[config.mk]
export PLATFORM = sky130hd
export DESIGN_NAME = dual_key_watchdog
export DESIGN_NICKNAME = d
export VERILOG_FILES = /design/src/rtl/wdt2_pkg.sv /design/src/rtl/wdt2_prescaler.sv /design/src/rtl/wdt2_refresh_gate.sv /design/src/rtl/wdt2_pulse_gen.sv /design/src/rtl/dual_key_watchdog.sv
export SDC_FILE = /design/constraint.sdc
export NUM_CORES = 1
export LEC_CHECK = 0
export ABC_AREA = 0
export CAP_MARGIN = 20
export CORE_MARGIN = 10
export CORE_UTILIZATION = 28
export CTS_CLUSTER_SIZE = 16
export DETAILED_ROUTE_END_ITERATION = 6
export HOLD_SLACK_MARGIN = 0.1
export PLACE_DENSITY = 0.51
export REMOVE_ABC_BUFFERS = 1
export SYNTH_ARGS = -nofsm -noshare
export SYNTH_HDL_FRONTEND = slang
export SYNTH_SLANG_ARGS = --single-unit
[constraint.sdc]
create_clock -name clk -period 3.9 [get_ports clk]
set_clock_uncertainty 0.05 [all_clocks]
set_input_delay 0.78 -clock clk [delete_from_list [all_inputs] [get_ports clk]]
set_output_delay 0.78 -clock clk [all_outputs]
set_load 0.02 [all_outputs]
[src/rtl/wdt2_pkg.sv]
`timescale 1ns/1ps
package wdt2_pkg;
   typedef enum logic [1:0] {
      CNT_HOLD = 2'd0,
      CNT_LOAD = 2'd1,
      CNT_STEP = 2'd2
   } cnt_act_e;
endpackage

[src/rtl/wdt2_prescaler.sv]
`timescale 1ns/1ps
module wdt2_prescaler #(
   parameter int DIV_FAST = 2,
   parameter int DIV_SLOW = 16
) (
   input  logic clk,
   input  logic rst_n,
   input  logic clear,
   input  logic div_sel,
   output logic tick
);
   localparam int PW = (DIV_SLOW > 2) ? $clog2(DIV_SLOW) : 1;

   logic [PW-1:0] pre_q;
   logic [PW-1:0] lim;

   initial begin
      assert (DIV_FAST >= 1 && DIV_SLOW >= DIV_FAST)
         else $error("prescaler divisors out of range");
   end

   generate
      if (DIV_FAST == DIV_SLOW) begin : g_single
         assign lim = PW'(DIV_FAST - 1);
      end else begin : g_dual
         assign lim = div_sel ? PW'(DIV_SLOW - 1) : PW'(DIV_FAST - 1);
      end
   endgenerate

   assign tick = !clear && (pre_q >= lim);

   always_ff @(posedge clk or negedge rst_n) begin
      if (!rst_n)              pre_q <= '0;
      else if (clear)          pre_q <= '0;
      else if (pre_q >= lim)   pre_q <= '0;
      else                     pre_q <= pre_q + 1'b1;
   end
endmodule

[src/rtl/wdt2_refresh_gate.sv]
`timescale 1ns/1ps
module wdt2_refresh_gate (
   input  logic clk,
   input  logic rst_n,
   input  logic arm_set,
   input  logic confirm_set,
   input  logic enable,
   output logic refresh
);
   logic arm_q;

   // arm flag lives for the single cycle after its strobe
   always_ff @(posedge clk or negedge rst_n) begin
      if (!rst_n) arm_q <= 1'b0;
      else        arm_q <= arm_set;
   end

   assign refresh = enable && arm_q && confirm_set;
endmodule

[src/rtl/wdt2_pulse_gen.sv]
`timescale 1ns/1ps
module wdt2_pulse_gen #(
   parameter int PULSE_FAST = 8,
   parameter int PULSE_SLOW = 128
) (
   input  logic clk,
   input  logic rst_n,
   input  logic trip,
   input  logic long_sel,
   output logic active,
   output logic done
);
   localparam int PMAX = (PULSE_SLOW > PULSE_FAST) ? PULSE_SLOW : PULSE_FAST;
   localparam int PCW  = $clog2(PMAX + 1);

   logic [PCW-1:0] pcnt_q;
   logic [PCW-1:0] len;

   initial begin
      assert (PULSE_FAST >= 1 && PULSE_SLOW >= 1)
         else $error("pulse lengths must be positive");
   end

   generate
      if (PULSE_FAST == PULSE_SLOW) begin : g_fixed
         assign len = PCW'(PULSE_FAST);
      end else begin : g_sel
         assign len = long_sel ? PCW'(PULSE_SLOW) : PCW'(PULSE_FAST);
      end
   endgenerate

   always_ff @(posedge clk or negedge rst_n) begin
      if (!rst_n)              pcnt_q <= '0;
      else if (trip)           pcnt_q <= len;
      else if (pcnt_q != '0)   pcnt_q <= pcnt_q - 1'b1;
   end

   assign active = (pcnt_q != '0);
   assign done   = (pcnt_q == PCW'(1));

   p_no_retrigger_r8: assert property (@(posedge clk) disable iff (!rst_n)
      trip |-> !active);
   p_pulse_ends_r8: assert property (@(posedge clk) disable iff (!rst_n)
      done |=> !active);
endmodule

[src/rtl/dual_key_watchdog.sv]
`timescale 1ns/1ps
module dual_key_watchdog #(
   parameter int CNT_W      = 15,
   parameter int RL_W       = 7,
   parameter int TRIP_VALUE = 32'h7FFC,
   parameter int DIV_FAST   = 2,
   parameter int DIV_SLOW   = 16,
   parameter int PULSE_FAST = 8,
   parameter int PULSE_SLOW = 128
) (
   input  logic            clk,
   input  logic            ext_rst_n,
   input  logic            div_sel,
   input  logic            reload_we,
   input  logic [RL_W-1:0] reload_val,
   input  logic            arm_set,
   input  logic            confirm_set,
   input  logic            status_clr,
   input  logic            start,
   output logic            wdt_rst,
   output logic            wdt_status
);
   import wdt2_pkg::*;

   localparam int              LOW_W  = CNT_W - RL_W;
   localparam logic [CNT_W-1:0] TRIP_C = CNT_W'(TRIP_VALUE);
   localparam int              MAX_PRESET = ((1 << RL_W) - 1) << LOW_W;

   initial begin
      assert (RL_W >= 1 && LOW_W >= 1) else $error("reload width must be below counter width");
      assert (TRIP_VALUE < (1 << CNT_W)) else $error("trip value does not fit the counter");
      assert (TRIP_VALUE > MAX_PRESET) else $error("trip value must exceed every preset");
   end

   logic              running_q;
   logic [CNT_W-1:0]  cnt_q;
   logic [RL_W-1:0]   rl_q;
   logic              status_q;
   logic [CNT_W-1:0]  preset;
   logic              start_fire, refresh, tick, trip;
   logic              p_active, p_done, pre_clear, counting;
   cnt_act_e          act;

   assign preset     = {rl_q, {LOW_W{1'b0}}};
   assign start_fire = start && !running_q;
   assign counting   = running_q && !p_active;

   wdt2_refresh_gate u_gate (
      .clk        (clk),
      .rst_n      (ext_rst_n),
      .arm_set    (arm_set),
      .confirm_set(confirm_set),
      .enable     (counting),
      .refresh    (refresh)
   );

   assign pre_clear = !running_q || start_fire || refresh || p_active;

   wdt2_prescaler #(.DIV_FAST(DIV_FAST), .DIV_SLOW(DIV_SLOW)) u_pre (
      .clk    (clk),
      .rst_n  (ext_rst_n),
      .clear  (pre_clear),
      .div_sel(div_sel),
      .tick   (tick)
   );

   assign trip = counting && tick && !refresh && ((cnt_q + 1'b1) == TRIP_C);

   wdt2_pulse_gen #(.PULSE_FAST(PULSE_FAST), .PULSE_SLOW(PULSE_SLOW)) u_pulse (
      .clk     (clk),
      .rst_n   (ext_rst_n),
      .trip    (trip),
      .long_sel(div_sel),
      .active  (p_active),
      .done    (p_done)
   );

   always_comb begin
      if (start_fire || refresh || p_done) act = CNT_LOAD;
      else if (counting && tick)           act = CNT_STEP;
      else                                 act = CNT_HOLD;
   end

   always_ff @(posedge clk or negedge ext_rst_n) begin
      if (!ext_rst_n) begin
         running_q <= 1'b0;
         cnt_q     <= '0;
         rl_q      <= '0;
         status_q  <= 1'b0;
      end else begin
         if (start_fire) running_q <= 1'b1;
         if (reload_we)  rl_q <= reload_val;
         case (act)
            CNT_LOAD: cnt_q <= preset;
            CNT_STEP: cnt_q <= cnt_q + 1'b1;
            default:  cnt_q <= cnt_q;
         endcase
         if (trip)            status_q <= 1'b1;
         else if (status_clr) status_q <= 1'b0;
      end
   end

   assign wdt_rst    = p_active;
   assign wdt_status = status_q;

   p_stopped_quiet_r1: assert property (@(posedge clk) disable iff (!ext_rst_n)
      !running_q |-> !wdt_rst);
   p_start_loads_r2: assert property (@(posedge clk) disable iff (!ext_rst_n)
      (start && !running_q) |=> cnt_q == {$past(rl_q), {LOW_W{1'b0}}});
   p_refresh_loads_r4: assert property (@(posedge clk) disable iff (!ext_rst_n)
      refresh |=> cnt_q == {$past(rl_q), {LOW_W{1'b0}}});
   p_refresh_needs_arm_r5: assert property (@(posedge clk) disable iff (!ext_rst_n)
      refresh |-> $past(arm_set));
   p_cnt_ceiling_r7: assert property (@(posedge clk) disable iff (!ext_rst_n)
      running_q |-> cnt_q <= TRIP_C);
   p_trip_value_r7: assert property (@(posedge clk) disable iff (!ext_rst_n)
      $rose(wdt_rst) |-> cnt_q == TRIP_C);
   p_keeps_running_r9: assert property (@(posedge clk) disable iff (!ext_rst_n)
      running_q |=> running_q);
   p_status_on_trip_r10: assert property (@(posedge clk) disable iff (!ext_rst_n)
      $rose(wdt_rst) |-> wdt_status);
   p_status_sticky_r10: assert property (@(posedge clk) disable iff (!ext_rst_n)
      (wdt_status && !status_clr) |=> wdt_status);
endmodule

; Yosys cells after proc, flatten, opt, wreduce, memory -nomap -nowiden
; Cells that the tools add are included.
[totals]
ff_bits = 37
output_inout_bits = 2
elab_cells = 47
[op_classes]
add_sub_neg = 3
magnitude_cmp = 1
n_eq_ne = 4
mux = 11
reduce_logical = 21
[op_table]
columns = cell, n
row1 = 15-bit case mux with 2 select lines, 1
row2 = 8-bit 2-to-1 mux, 3
row3 = "15-bit by 1-bit adder with 15-bit output, second input constant", 1
row4 = "15-bit equality test, second input constant", 1
row5 = 4-bit 2-to-1 mux, 3
row6 = "8-bit by 1-bit equality test with 1-bit output, second input constant", 1
row7 = 1-bit logical AND, 8
row8 = 8-bit nonzero test, 1
row9 = "8-bit by 1-bit subtractor with 8-bit output, second input constant", 1
row10 = 2-bit nonzero test, 3
row11 = 1-bit logical OR, 5
row12 = "4-bit by 1-bit adder with 4-bit output, second input constant", 1
row13 = 4-bit greater-or-equal comparator, 1
row14 = 1-bit logical NOT, 4
row15 = 2-bit 2-to-1 mux, 2
row16 = "2-bit by 1-bit equality test with 1-bit output, second input constant", 1
row17 = "2-bit equality test, second input constant", 1
row18 = 1-bit 2-to-1 mux, 2

; Longest topological paths before layout
[depth]
word_depth = 14
mapped_depth = 9
depth_no_buf = 7

; Cells and area by module
; From an unflattened synthesis, not the netlist that was laid out.
[hier_totals]
hier_cells = 216
hier_area_um2 = 2079.5
[modules_own_cells]
columns = mod, n_inst, cells_per_inst, area_each_um2, seq_area_each_um2
row1 = dual_key_watchdog, 1, 140, 1325.0, 600.6
row2 = wdt2_pulse_gen, 1, 51, 489.2, 200.2
row3 = wdt2_prescaler, 1, 23, 234.0, 100.1
row4 = wdt2_refresh_gate, 1, 2, 31.3, 25.0

; Worst setup path before layout
; Ideal clock, no wire load.
[synth_path]
kind = input to register
startpoint = input div_sel
endpoint = register cnt_q[12]
setup_ps = 90
arrival_time_ps = 2465
t_required_ps = 3760
slack_ps = 1295
cell_stages = 7
path_buffers = 0
cell_sequence = inv_1 > ha_1 > nand2_1 > o21a_1 > or3_1 > or4_1 > o221ai_1
[synth_between]
elab_chain_cells = 8
word_cells_on_any_way = 10
[synth_rtl]
columns = item, line
row1 = "start, declared", dual_key_watchdog.sv:13  ; input logic div_sel,
row2 = 4-bit 2-to-1 mux (*), wdt2_prescaler.sv:26  ; assign lim = div_sel ? PW'(DIV_SLOW - 1) : PW'(DIV_FAST - 1);
row3 = 4-bit greater-or-equal comparator (*), wdt2_prescaler.sv:30  ; assign tick = !clear && (pre_q >= lim);
row4 = 1-bit logical AND (*), wdt2_prescaler.sv:30
row5 = 1-bit logical AND (*), dual_key_watchdog.sv:80  ; else if (counting && tick) act = CNT_STEP;
row6 = 2-bit 2-to-1 mux (*), dual_key_watchdog.sv:80
row7 = 2-bit 2-to-1 mux (*), dual_key_watchdog.sv:79  ; if (start_fire || refresh || p_done) act = CNT_LOAD;
row8 = 2-bit equality test / 2-bit by 1-bit equality test with 1-bit output (equally long branches), dual_key_watchdog.sv:93  ; case (act)
row9 = 15-bit case mux with 2 select lines / 2-bit nonzero test (equally long branches), -
row10 = "end signal, assigned", dual_key_watchdog.sv:94  ; CNT_LOAD: cnt_q <= preset;
row11 = "end signal, assigned", dual_key_watchdog.sv:95  ; CNT_STEP: cnt_q <= cnt_q + 1'b1;
row12 = "end signal, assigned", dual_key_watchdog.sv:96  ; default: cnt_q <= cnt_q;
row13 = "end, declared", dual_key_watchdog.sv:36  ; logic [CNT_W-1:0] cnt_q;
; Mark *: on every way between the ends. The rest lies on a longest branch, timed or not.
; A chain may end at the register's enable or synchronous reset.

; Worst setup path after layout
[layout_path]
startpoint = register u_pulse.pcnt_q[0]
endpoint = output wdt_rst
[layout_between]
elab_chain_cells = 1
[layout_rtl]
columns = item, line
row1 = "start, declared", wdt2_pulse_gen.sv:16  ; logic [PCW-1:0] pcnt_q;
row2 = "start signal, assigned", wdt2_pulse_gen.sv:34  ; else if (trip) pcnt_q <= len;
row3 = "start signal, assigned", wdt2_pulse_gen.sv:35  ; else if (pcnt_q != '0) pcnt_q <= pcnt_q - 1'b1;
row4 = 8-bit nonzero test, wdt2_pulse_gen.sv:38  ; assign active = (pcnt_q != '0);
row5 = "end, declared", dual_key_watchdog.sv:20  ; output logic wdt_rst,
; Every way passes these cells.

==> flow_results.org <==
** Worst setup path
- Of all nets on the critical path, the largest fanout is 5.
- The critical path in this run is classified as flip-flop to output pin.
- Category of the worst setup path capture point :: output pin
- Cell with the largest stage delay on the worst path :: clkdlybuf4s50_1
- Stage delay of the slowest cell on the critical path :: 0.62 ns
- Arrival time worst endpoint :: 2.14 ns
- Counting both buffers and inverters, the worst setup path holds a total of 2.
- Grouping stages by cell kind, the critical path spends the most delay in buffers and inverters.
- STA classifies the critical path startpoint as a flip-flop.
- Traced cell by cell, the critical path runs through inv_1, ha_1, nor2b_1, nand3_1, clkdlybuf4s50_1.
- STA puts the critical path data required time at 3.07 ns.

** Clocking
- CTS tree :: yes
- Post-CTS Hold Buffers :: 0
- Cts bufs inserted :: 5
- Clock edge transition at the registers on the reported setup and hold paths :: 0.08 ns
- Maximum level of the CTS H-tree :: 2
- Buffer type at the clock tree root :: clkbuf_8
- Clock Tree Buf Depth :: 2
- Post-CTS setup buffer count :: 0
- # resized after CTS :: 0
- Clock Sink Count :: 37
- Worst-Skew Late Latency :: 0.29 ns

** Place
- Global placement routability congestion :: 0.872
- Once detailed placement completed, the half-perimeter wirelength came to 3540 microns.
- Number of port buffers :: 16
- Placement-stage cell area :: 2350 sq um

** Floorplanning
- Die Ht :: 106 microns
- Once the floorplan was initialized, standard cells occupied 28.7% of the core.
- The initialized floorplan defines 31 standard-cell rows.
- Core area :: 7250 sq um
- The die covers 11300 sq um.
- Width of the die :: 106 microns
- I/O pins :: 17

** Logic synthesis
- The average instance in the mapped netlist occupies 9.47 sq um.
- Number of flops mapped to enable cells by yosys :: 0
- The mapped netlist covers 2080 sq um.
- Flops & latches, synth :: 37
- Number of distinct standard cells referenced by the synthesized netlist :: 52
- After technology mapping, the gate count stands at 220.
- Number of warnings issued by yosys :: 0
- FFs w/ async S/R, synth :: 100%
- Seq/Total Area, Yosys :: 44.4%
- Most common flop cell mapped by yosys :: dfrtp_1

** Detailed routing
- Vias :: 1712
- After detailed routing, the average wire length per cell comes to 14.4 microns.
- Before antenna repair, the detailed router went through 4 iterations.
- Total wire length after detailed routing :: 4870 microns
- Initial detailed-routing violation count :: 74
- Via density :: 5.07
- DRC errors left :: 0
- Once detail routing completed, the nets flagged for antenna violations numbered 0.

** Global route
- First-pass GRT wire length :: 8180 microns
- The total overflow left after global routing is 0.
- Entering global routing, the biggest net connects 38 pins.
- Overall routing resource usage :: 8.81%
- The via count of the first global-routing pass is 1651.
- The number of antenna violations at the first check in global routing was 0.

** Timing
- Measured against its own limit, the worst slew margin works out to 43.2%.
- Setup violations remaining at the end of the flow were counted as 0.
- The number of pins exceeding their max-slew limit in the final report was 0.
- Counting I/O delays and the setup requirement, the final critical path takes 2.97 ns.
- Setup repair after global routing left no endpoint under its margin.
- After routing, the total negative slack on setup checks comes to 0 ns.
- At the pin with the least slew margin, the transition time is 0.852 ns.
- The worst path uses 76.2% of the clock period.
- Final Hold Violating Endpoints :: 0
- Max Freq :: 336 MHz

** Flow run
- Count of max-cap constraint violations :: 0

** Cells and area
- Leaving out fill and tap cells, the most frequent cells in the layout are dfrtp_1 (37), nand2_1 (24), nor2_1 (18).
- Final-stage net count :: 262
- The library cell used most frequently in the layout, excluding fill and tap cells, is dfrtp_1.
- Share of the core filled with cells :: 34.2%
- Fraction of layout cells with a size suffix above 1 :: 9.62%
- After routing the design area is 2480 sq um.
- Count of antenna diodes in the layout :: 0
- The area growth from synthesis to layout is 19.1%.

** Worst hold path
- In this run the worst hold path is classified as flip-flop to flip-flop.

** Power and ir drop
- Worst vdd rail ir drop :: 0.000118 V
- Dividing total power by cell area gives a power density of 354 nW/um^2.
- The analysis attributes to cell leakage a power of 0.996 nW.
- After layout, the design draws a total of 0.880 mW.

** Run status
- The run finished with clean final reports.
synth_stat cells, types with 2 or more instances:
cell       number  share of area (%)
o21a_1          2               0.72
buf_2           2               0.48
inv_1          11                2.0
o211ai_1        3                1.1
xnor2_1         4                1.7
a21oi_1        11                2.6
nand3_1         9                2.2
mux2_2          6                3.2
xor2_1          5                2.1
nand4_1         6                1.8
nor4_1          4                1.2
a2111oi_0       2               0.84
mux2i_1         2               0.96
a211oi_1        2               0.72
ha_1            9                5.4
or3_1           5                1.5
and2_1          3               0.90
nand2_1        24                4.3
nand2b_1        2               0.60
o21ai_0        12                2.9
a31oi_1         2               0.60
clkbuf_1        5               0.90
o31ai_1         2               0.72
nor2b_1         2               0.60
nor2_1         18                3.2
dfrtp_1        37                 44
o22ai_1         4                1.2
and4_1          2               0.84
flip-flops by register name (all words and copies together), names as in the netlist:
name / flops
u_pre.pre_q: 4
u_pulse.pcnt_q: 8
u_gate.arm_q: 1
rl_q: 7
running_q: 1
cnt_q: 15
wdt_status: 1
where the power goes:
group | leakage, nW | total (mW) | internal [mW] | switching (mW)
Combinational | 0.476 | 0.0564 | 0.0277 | 0.0287
Sequential | 0.451 | 0.421 | 0.402 | 0.0182
Clock | 0.0681 | 0.403 | 0.254 | 0.149
stage by stage:
stage	hold slack, ns	std cells	setup slack (ns)
2_1_floorplan	0.403	213	1.16
3_3_place_gp	0.442	330	0.692
3_5_place_dp	0.436	330	0.655
4_1_cts	0.449	338	0.903
5_1_grt	0.482	338	0.747
6_report	0.452	338	0.928
worst paths after layout:
| path | startpoint | end | slack [ns] | cells past startpoint |
|---|---|---|---|---|
| max | u_pulse.pcnt_q[0] | wdt_rst | 0.93 | 5 |
| min | u_pre.pre_q[0] | u_pre.pre_q[0] | 0.45 | 1 |
| max reg2reg | u_pulse.pcnt_q[0] | cnt_q[12] | 1.54 | 7 |
| min reg2reg | u_pre.pre_q[0] | u_pre.pre_q[0] | 0.45 | 1 |
| max in group asynchronous | ext_rst_n | u_pulse.pcnt_q[0] | 2.72 | 1 |
| min in group asynchronous | ext_rst_n | cnt_q[3] | 0.54 | 1 |
per-layer routing:
metal	routed length (microns)	up-vias	track usage [%]
met2	2210	40	13.7
met4	76	0	3.77
met3	210	4	1.87
li1	-	838	-
met5	0	-	0
met1	2370	830	11.5
cell families (layout without fill, tap and decap cells):
kind of cell	after synthesis	after routing	share of synthesized area (%)
and+or+nand+nor	86	86	22.1
AOI/OAI and AO/OA	53	53	16.7
DFF	37	37	44.4
buffers and inverters	18	37	3.36
adders and majority gates	9	9	5.40
xor gates and xnor gates	9	9	3.78
muxes	8	8	4.20
worst reg2reg max path, cell delays in order, from the launching register on:
cell and delay, ns:
dfrtp_1 0.41, inv_1 0.13, ha_1 0.23, and4bb_2 0.28, nand3_2 0.11, or3_1 0.38, or4_1 0.52, o221ai_1 0.17
cell type report:
cell class,instances,area [sq um]
inverters,11,41.3
well taps,99,124
clock inverters,3,65.1
multi-input cells,165,1090
fillers,763,4770
repair buffers,18,170
clock buffers,5,68.8
flip-flops and latches,37,926
Note: power is estimated with default switching activity, not from simulation.
